### src/rtl/dtmf_pkg.sv
package dtmf_pkg;
  localparam int SEG_COUNT = 32;
  localparam int PHASE_W   = $clog2(SEG_COUNT);
  localparam int DIV_W     = 8;
  localparam int SINE_W    = 8;
  localparam int SINE_PEAK = 127;

  // row (low group) index of a keypad code
  function automatic logic [1:0] row_of(input logic [3:0] c);
    case (c)
      4'd1, 4'd2, 4'd3, 4'd13: row_of = 2'd0;
      4'd4, 4'd5, 4'd6, 4'd14: row_of = 2'd1;
      4'd7, 4'd8, 4'd9, 4'd15: row_of = 2'd2;
      default:                 row_of = 2'd3;
    endcase
  endfunction

  // column (high group) index of a keypad code
  function automatic logic [1:0] col_of(input logic [3:0] c);
    case (c)
      4'd1, 4'd4, 4'd7, 4'd11: col_of = 2'd0;
      4'd2, 4'd5, 4'd8, 4'd10: col_of = 2'd1;
      4'd3, 4'd6, 4'd9, 4'd12: col_of = 2'd2;
      default:                 col_of = 2'd3;
    endcase
  endfunction

  function automatic logic [DIV_W-1:0] row_div(input logic [1:0] r);
    case (r)
      2'd0:    row_div = DIV_W'(160);
      2'd1:    row_div = DIV_W'(146);
      2'd2:    row_div = DIV_W'(132);
      default: row_div = DIV_W'(118);
    endcase
  endfunction

  function automatic logic [DIV_W-1:0] col_div(input logic [1:0] k);
    case (k)
      2'd0:    col_div = DIV_W'(92);
      2'd1:    col_div = DIV_W'(84);
      2'd2:    col_div = DIV_W'(76);
      default: col_div = DIV_W'(68);
    endcase
  endfunction

  // quarter-wave magnitudes, index 0..8
  function automatic logic [SINE_W-1:0] quarter(input logic [3:0] i);
    case (i)
      4'd0:    quarter = SINE_W'(0);
      4'd1:    quarter = SINE_W'(25);
      4'd2:    quarter = SINE_W'(49);
      4'd3:    quarter = SINE_W'(71);
      4'd4:    quarter = SINE_W'(90);
      4'd5:    quarter = SINE_W'(106);
      4'd6:    quarter = SINE_W'(117);
      4'd7:    quarter = SINE_W'(125);
      default: quarter = SINE_W'(SINE_PEAK);
    endcase
  endfunction

  function automatic logic signed [SINE_W-1:0] sine_at(input logic [PHASE_W-1:0] ph);
    logic [3:0]        idx;
    logic [SINE_W-1:0] mag;
    idx = ph[3] ? (4'd8 - {1'b0, ph[2:0]}) : {1'b0, ph[2:0]};
    mag = quarter(idx);
    sine_at = ph[4] ? -$signed(mag) : $signed(mag);
  endfunction
endpackage

### src/rtl/dtmf_code_map.sv
module dtmf_code_map
  import dtmf_pkg::*;
(
  input  logic [3:0]       digit,
  output logic [DIV_W-1:0] div_lo,
  output logic [DIV_W-1:0] div_hi
);
  always_comb begin
    div_lo = row_div(row_of(digit));
    div_hi = col_div(col_of(digit));
  end
endmodule

### src/rtl/dtmf_tone_div.sv
module dtmf_tone_div #(
  parameter int DIV_W   = 8,
  parameter int PHASE_W = 5
) (
  input  logic               clk,
  input  logic               rst,
  input  logic               tick,
  input  logic               run,
  input  logic [DIV_W-1:0]   divisor,
  output logic [PHASE_W-1:0] phase
);
  logic [DIV_W-1:0] seg_cnt;

  always_ff @(posedge clk) begin
    if (rst || !run) begin
      seg_cnt <= '0;
      phase   <= '0;
    end else if (tick) begin
      if (seg_cnt >= divisor - 1'b1) begin
        seg_cnt <= '0;
        phase   <= phase + 1'b1;
      end else begin
        seg_cnt <= seg_cnt + 1'b1;
      end
    end
  end
endmodule

### src/rtl/dtmf_mixer.sv
module dtmf_mixer
  import dtmf_pkg::*;
#(
  parameter int LOW_GAIN  = 4,
  parameter int HIGH_GAIN = 5,
  parameter int OUT_W     = 12
) (
  input  logic                    clk,
  input  logic                    rst,
  input  logic                    tick,
  input  logic                    tone_en,
  input  logic                    single_sel,
  input  logic                    col_sel,
  input  logic [PHASE_W-1:0]      phase_lo,
  input  logic [PHASE_W-1:0]      phase_hi,
  output logic signed [OUT_W-1:0] sample,
  output logic                    sample_valid
);
  logic signed [OUT_W-1:0] lo_raw, hi_raw, lo_w, hi_w, mix_w;

  always_comb begin
    lo_raw = OUT_W'(sine_at(phase_lo));
    hi_raw = OUT_W'(sine_at(phase_hi));
    lo_w   = lo_raw * $signed(OUT_W'(LOW_GAIN));
    hi_w   = hi_raw * $signed(OUT_W'(HIGH_GAIN));
    if (single_sel) mix_w = col_sel ? hi_w : lo_w;
    else            mix_w = lo_w + hi_w;
  end

  always_ff @(posedge clk) begin
    if (rst) begin
      sample       <= '0;
      sample_valid <= 1'b0;
    end else begin
      sample_valid <= tick;
      if (tick) sample <= tone_en ? mix_w : '0;
    end
  end
endmodule

### src/rtl/dtmf_synth.sv
module dtmf_synth
  import dtmf_pkg::*;
#(
  parameter int LOW_GAIN  = 4,
  parameter int HIGH_GAIN = 5,
  parameter int OUT_W     = 12
) (
  input  logic                    clk,
  input  logic                    rst,
  input  logic                    tick,
  input  logic [3:0]              digit,
  input  logic                    tone_en,
  input  logic                    single_sel,
  input  logic                    col_sel,
  output logic signed [OUT_W-1:0] sample,
  output logic                    sample_valid
);
  localparam int GROUPS = 2;

  logic [DIV_W-1:0]   div_g [GROUPS];
  logic [PHASE_W-1:0] ph_g  [GROUPS];

  dtmf_code_map map_i (
    .digit  (digit),
    .div_lo (div_g[0]),
    .div_hi (div_g[1])
  );

  for (genvar g = 0; g < GROUPS; g++) begin : g_grp
    dtmf_tone_div #(.DIV_W(DIV_W), .PHASE_W(PHASE_W)) div_i (
      .clk     (clk),
      .rst     (rst),
      .tick    (tick),
      .run     (tone_en),
      .divisor (div_g[g]),
      .phase   (ph_g[g])
    );
  end

  dtmf_mixer #(.LOW_GAIN(LOW_GAIN), .HIGH_GAIN(HIGH_GAIN), .OUT_W(OUT_W)) mix_i (
    .clk          (clk),
    .rst          (rst),
    .tick         (tick),
    .tone_en      (tone_en),
    .single_sel   (single_sel),
    .col_sel      (col_sel),
    .phase_lo     (ph_g[0]),
    .phase_hi     (ph_g[1]),
    .sample       (sample),
    .sample_valid (sample_valid)
  );
endmodule

### config.mk
export PLATFORM = sky130hd
export DESIGN_NAME = dtmf_synth
export DESIGN_NICKNAME = d
export VERILOG_FILES = /design/src/rtl/dtmf_pkg.sv /design/src/rtl/dtmf_code_map.sv /design/src/rtl/dtmf_tone_div.sv /design/src/rtl/dtmf_mixer.sv /design/src/rtl/dtmf_synth.sv
export SDC_FILE = /design/constraint.sdc
export NUM_CORES = 1
export LEC_CHECK = 0
export CORE_MARGIN = 1.5
export CORE_UTILIZATION = 65
export CTS_BUF_LIST = sky130_fd_sc_hd__clkbuf_4
export DETAILED_ROUTE_END_ITERATION = 8
export DONT_BUFFER_PORTS = 1
export GPL_TIMING_DRIVEN = 0
export PLACE_DENSITY_LB_ADDON = 0.3
export SETUP_SLACK_MARGIN = 0.5
export SLEW_MARGIN = 20
export SYNTH_ARGS = -nofsm -noshare
export SYNTH_HDL_FRONTEND = slang
export SYNTH_SLANG_ARGS = --single-unit
### constraint.sdc
create_clock -name clk -period 7 [get_ports clk]
set_input_delay 1.05 -clock clk [delete_from_list [all_inputs] [get_ports clk]]
set_output_delay 1.05 -clock clk [all_outputs]
set_load 0.005 [all_outputs]
Yosys cells after proc, flatten, opt, wreduce, memory -nomap -nowiden --
Memories as Yosys holds them, arrays and structs flattened. Cells that the tools add are included.
Word-level totals: memories 4, output and inout port bits 13, logic and storage cells 47, bits in read-only memories 176, input bits 10, bits in registers 39
Memories:
- (name not given) | depth 8, width 7, rd ports 1, clocked after Yosys merged registers in 0, write ports 0, line dtmf_pkg.sv:48 | case (i)
- (name not given) | depth 8, width 7, rd ports 1, clocked after Yosys merged registers in 0, write ports 0, line dtmf_pkg.sv:48
- (name not given) | depth 16, width 2, rd ports 1, clocked after Yosys merged registers in 0, write ports 0, line dtmf_pkg.sv:10 | case (c)
- (name not given) | depth 16, width 2, rd ports 1, clocked after Yosys merged registers in 0, write ports 0, line dtmf_pkg.sv:20 | case (c)
Operators by class: multiply operators 1, $add $sub $neg 11, order comparisons 2, reductions and logical operators 6, mux-type cells 13, equal/unequal tests 4
Operator list (count):
- $mux 8 | 6
- $mux 12 | 3
- $pmux 8 s3 | 1
- $add 8x1->8 const B | 2
- $ge 8x8->1 | 2
- $neg 8->8 | 2
- $pmux 5 s3 | 1
- $add 10x12->12 | 1
- $mul 8x4->12 const B | 1
- $add 5x1->5 const B | 2
- $mux 4 | 2
- $sub 4x3->4 const A | 2
- $sub 7x1->8 const B | 1
- $sub 8x1->8 const B | 1
- $eq 2x1->1 const B | 2
- $eq 2x2->1 const B | 2
- $logic_not 2->1 | 2
- $reduce_and 2->1 | 2
- $logic_not 1->1 | 1
- $logic_or 1x1->1 | 1

Depth between registers and ports, before layout --
An unclocked memory read counts as a cell.
depth after elaboration 10, depth in mapped cells 26, mapped depth without buffers 25

By module --
A second synthesis with hierarchy kept.
Unflattened totals: cells, all modules 539, area total of the unflattened synthesis 4307.9 um^2
By module, submodules not included:
- dtmf_mixer | area an instance 2242.2 um^2, sequential area each 260.2 um^2, instances 1, cells an instance 293
- dtmf_tone_div | area an instance 874.6 um^2, sequential area each 260.2 um^2, instances 2, cells an instance 102
- dtmf_code_map | area an instance 316.6 um^2, sequential area each 0.0 um^2, instances 1, cells an instance 42

Least setup slack after synthesis --
Ideal clock, no wire load.
kind register to register, from register g_grp[1].div_i.phase[0], to register mix_i.sample[11], buffers on the path 1, period minus slack after synthesis 5.394 ns, slack 1.606 ns, arrival 5.277 ns, library setup time 0.116 ns, data required time 6.884 ns, cell stages (with the launch flop) 25, cells stage by stage dfxtp_1 clkbuf_1 inv_1 ha_1 a21oi_1 inv_1 ha_1 a211oi_1 ha_1 o2111ai_1 nand2_1 xor2_1 ha_1 ha_1 a21o_1 a21oi_1 o21bai_1 a21oi_1 xnor2_1 ha_1 a21o_1 a41oi_1 o21ai_0 or4_1 o211a_1
Between the ends: cells in the longest elaborated chain, start to end 10, elaborated cells on any way between the ends 11, those cells by class add/sub: 3; mul: 1; mux: 6; memory: 1
RTL lines:
- from (decl) | line dtmf_tone_div.sv:10 | output logic [PHASE_W-1:0] phase
- from (signal assigned) | line dtmf_tone_div.sv:21 | phase <= phase + 1'b1;
- $sub 4x3->4 | line dtmf_pkg.sv:64 | idx = ph[3] ? (4'd8 - {1'b0, ph[2:0]}) : {1'b0, ph[2:0]};
- $mux 4 (*) | line dtmf_pkg.sv:64
- $mem_v2 8x7
- $mux 8 (*) | line dtmf_pkg.sv:48
- $neg 8->8 | line dtmf_pkg.sv:66 | sine_at = ph[4] ? -$signed(mag) : $signed(mag);
- $mux 8 (*) | line dtmf_pkg.sv:66
- $mul 8x4->12 (*) | line dtmf_mixer.sv:25 | hi_w = hi_raw * $signed(OUT_W'(HIGH_GAIN));
- $add 10x12->12 or $mux 12 (tied branches) | line dtmf_mixer.sv:27, dtmf_mixer.sv:26
- $mux 12 (*) | line dtmf_mixer.sv:26 | if (single_sel) mix_w = col_sel ? hi_w : lo_w;
- $mux 12 (*) | line dtmf_mixer.sv:36 | if (tick) sample <= tone_en ? mix_w : '0;
- to (signal assigned) | line dtmf_mixer.sv:36
- to (decl) | line dtmf_mixer.sv:16 | output logic signed [OUT_W-1:0] sample,
Every way passes the cells marked *; elsewhere a longest branch is shown, timed or not. A chain may end at the register's enable or synchronous reset.

Worst setup path in the final report --
Ends and elaborated chain as after synthesis.

==> flow_metrics.py <==
metrics = {
    "clocking": {
        "cts_tree": "yes",
        "cts_max_path_buffers": 2,
        "cts_inserted_buffers": 5,
        "cts_root_buf": "clkbuf_4",
        "htreeDepth": 2,
        "clk_latency_ns": 0.34,
        "clock-sinks": 39,
        "path_clk_slew_ns": 0.12,
    },
    "die": {
        "die_width_microns": 79.15,
        "fp-row-count": 27,
        "ios": 23,
        "dieArea_sq_um": 6264,
        "coreArea_sq_um": 5540,
        "chipHeight_microns": 79.15,
        "start_util": 0.6802,
    },
    "sta": {
        "period_needed_ns": 5.958,
        "hold_violations": 0,
        "finClkSkew_ns": 0.009642,
        "max_freq_mhz": 167.8,
        "worst_slack_ns": 1.042,
        "worst-slew-pin-transition_ns": 0.5861,
        "fin_setup_tns_ns": 0,
        "rsz0062_at_grt": "false",
        "post-route-period-util": 0.8511,
        "setup_viol": 0,
        "drv_slew": 0,
        "holdWs_ns": 0.4775,
        "relSlewSlack": 0.6078,
    },
    "min_path": {
        "hp-class": "flip-flop to flip-flop",
    },
    "drt": {
        "drc": 0,
        "wirelength_microns": 7832,
        "vias": 3268,
        "drt_iter0_drc": 190,
        "first_pass_iters": 4,
        "wl_per_cell_microns": 14.34,
        "ant_nets": 0,
        "viasPerCell": 5.985,
    },
    "worst_setup_path": {
        "cp-start-kind": "flip-flop",
        "cp_cell_sequence": "clkbuf_2 -> inv_1 -> ha_1 -> a21oi_2 -> inv_1 -> ha_1 -> a211oi_1 -> ha_1 -> o2111ai_1 -> nand2_1 -> xor2_1 -> ha_1 -> ha_1 -> a21o_1 -> a21oi_1 -> o21bai_1 -> a21oi_1 -> xnor2_1 -> ha_1 -> a21o_1 -> a41oi_1 -> o21ai_0 -> or4_1 -> o211a_1",
        "crit_type": "flip-flop to flip-flop",
        "crit_fanout": 9,
        "slowest_stage": "dfxtp_1",
        "worst_ep_required_time_ns": 7.24,
        "cp_slowest_stage_delay_ns": 0.44,
        "crit_arrival_ns": 6.20,
        "critPathCaptureType": "flip-flop",
        "worst_path_most_repeated_cell": "ha_1",
    },
    "pwr": {
        "vdd_drop_max_v": 0.0001565,
        "power.share.sequential": 0.549,
        "power.density_nw_per_um2": 104.5,
        "combinationalPowerShare": 0.090,
        "clkPwrFrac": 0.361,
        "p_switching_w": 0.0001007,
        "intPower_w": 0.0003109,
        "switching_share": 0.2446,
        "cellLeakagePower_nw": 1.830,
    },
    "grt": {
        "grtUsageTotal": 0.2641,
        "overflow": 0,
        "grt_pass1_vias": 3150,
        "grt_antenna_before_repair": 0,
        "grt_max_degree": 13,
        "grt_pass1_wl_microns": 13480,
    },
    "logic_synthesis": {
        "yosysTopAreaCellShare": 0.2072,
        "synth_area_sq_um": 3769,
        "syn_inst": 466,
        "synth_area_per_cell_sq_um": 8.087,
        "synth_seq_cells": 39,
        "synth_edf_count": 0,
        "yosysUniqueCellTypes": 62,
        "ys_warn_count": 0,
        "synth_area_leaders": "dfxtp_1 21%, ha_1 20%, nor2_1 4.7%",
        "synth_nets": 537,
        "synth_top_area_cell": "dfxtp_1",
        "ys.flop_type": "dfxtp_1",
        "synth.cells.most_frequent": "59 x ha_1, 47 x nor2_1, 41 x nand2_1",
        "async_flop_share": 0,
        "seq_area_frac_synth": 0.2072,
        "synth_most_common_cell": "ha_1",
    },
    "placed_design": {
        "dpl_worst_slack_ns": 0.7427,
        "dp_hpwl_microns": 6236,
        "gp_congestion": 0.8592,
        "place_area_sq_um": 3859,
        "io_buffers": 0,
    },
    "final_layout": {
        "drive_gt1_frac": 0.05485,
        "fin_util": 0.7112,
        "syn_to_final_growth_pct": 4.549,
        "antenna_cells": 0,
        "finalInstanceArea_sq_um": 3940,
        "final_nets": 544,
    },
    "flow_run": {
        "maxCapViolCount": 0,
    },
    "outcome": {
        "outcome": "completed",
    },
}
[critical path, delay by kind of cell (launching register included)]
family                     cells  cell delay (ns)
xor gates and xnor gates       2             0.42
buffers and inverters          3             0.54
DFF                            1             0.44
and+or+nand+nor                2             0.54
AOI/OAI and AO/OA             11             2.14
adders and majority gates      6             1.79
[flip-flops by register name, indices dropped and copies added, names as in the netlist]
name,cells
mix_i.sample_valid,1
g_grp.div_i.phase,10
g_grp.div_i.seg_cnt,16
mix_i.sample,12
[repair_timing]
item | in CTS | in global routing
buffers inserted | 0 | 0
hold buffers | 0 | 0
gates resized for setup | 0 | 4
setup endpoints to repair | 0 | 4
[cells in the final DEF (no fill, tap or decap), types with 3 or more instances in the layout]
| master | instances |
|---|---|
| ha_1 | 59 |
| nor2_1 | 47 |
| nand2_1 | 41 |
| dfxtp_1 | 39 |
| a21oi_1 | 31 |
| inv_1 | 29 |
| o21ai_0 | 27 |
| xnor2_1 | 20 |
| xor2_1 | 18 |
| mux2i_1 | 11 |
| a21o_1 | 11 |
| nor2b_1 | 9 |
| clkbuf_1 | 9 |
| nand4_1 | 9 |
| nor3_1 | 8 |
| and3_1 | 7 |
| nand3_1 | 6 |
| nand2b_1 | 6 |
| o21a_1 | 5 |
| clkbuf_4 | 5 |
| o21bai_1 | 4 |
| o21ai_1 | 4 |
| a31oi_1 | 4 |
| or3_1 | 4 |
| o211ai_1 | 3 |
| a211oi_1 | 3 |
| a22oi_1 | 3 |
[worst paths after layout]
kind	slack [ns]	to	cells after the start	start
worst max-delay path	1.04	mix_i.sample[11]	24	g_grp[1].div_i.phase[0]
worst min-delay path	0.48	mix_i.sample[6]	2	mix_i.sample[6]
worst max register to register	1.04	mix_i.sample[11]	24	g_grp[1].div_i.phase[0]
worst min register to register	0.48	mix_i.sample[6]	2	mix_i.sample[6]
[kinds of logic after synthesis]
logic type,share of synthesized area
AO/OA/AOI/OAI,0.2105
XOR/XNOR,0.1089
adder cells (fa/ha/maj),0.2065
buffers and inverters,0.05046
flip-flops,0.2072
multiplexers,0.02922
AND/OR/NAND/NOR,0.1873
[metrics by stage]
step                      instances  power [W]
after floorplan                 466  0.0002592
after global placement          538  0.0002660
after detailed placement        538  0.0002678
after CTS                       546  0.0004112
after global routing            546  0.0004281
final                           546  0.0004116
[power groups by stage]
stage                     sequential [W]  clock, W  combinational, W
after global routing            0.000226  0.000160         0.0000422
final                           0.000226  0.000149         0.0000369
after CTS                       0.000226  0.000148         0.0000369
after floorplan                 0.000230         0         0.0000289
after global placement          0.000231         0         0.0000350
after detailed placement        0.000231         0         0.0000367
[final cells by class]
type                            count  area, sq um
Tap cell                           72        90.09
Sequential cell                    39        780.7
Multi-Input combinational cell    381         2801
Inverter                           30        112.6
Buffer                             16        78.83
Clock inverter                      3        38.79
Fill cell                         456         1600
Clock buffer                        5        37.54
[metal layers]
| layer | vias to the layer above | GRT usage | share of wire |
|---|---|---|---|
| li1 | 1653 | - | - |
| met1 | 1534 | 0.3214 | 0.46 |
| met2 | 69 | 0.4735 | 0.48 |
| met3 | 12 | 0.05517 | 0.049 |
| met4 | 0 | 0.06140 | 0.012 |
| met5 | - | 0 | 0 |
Note: power is estimated with default switching activity, not from simulation.
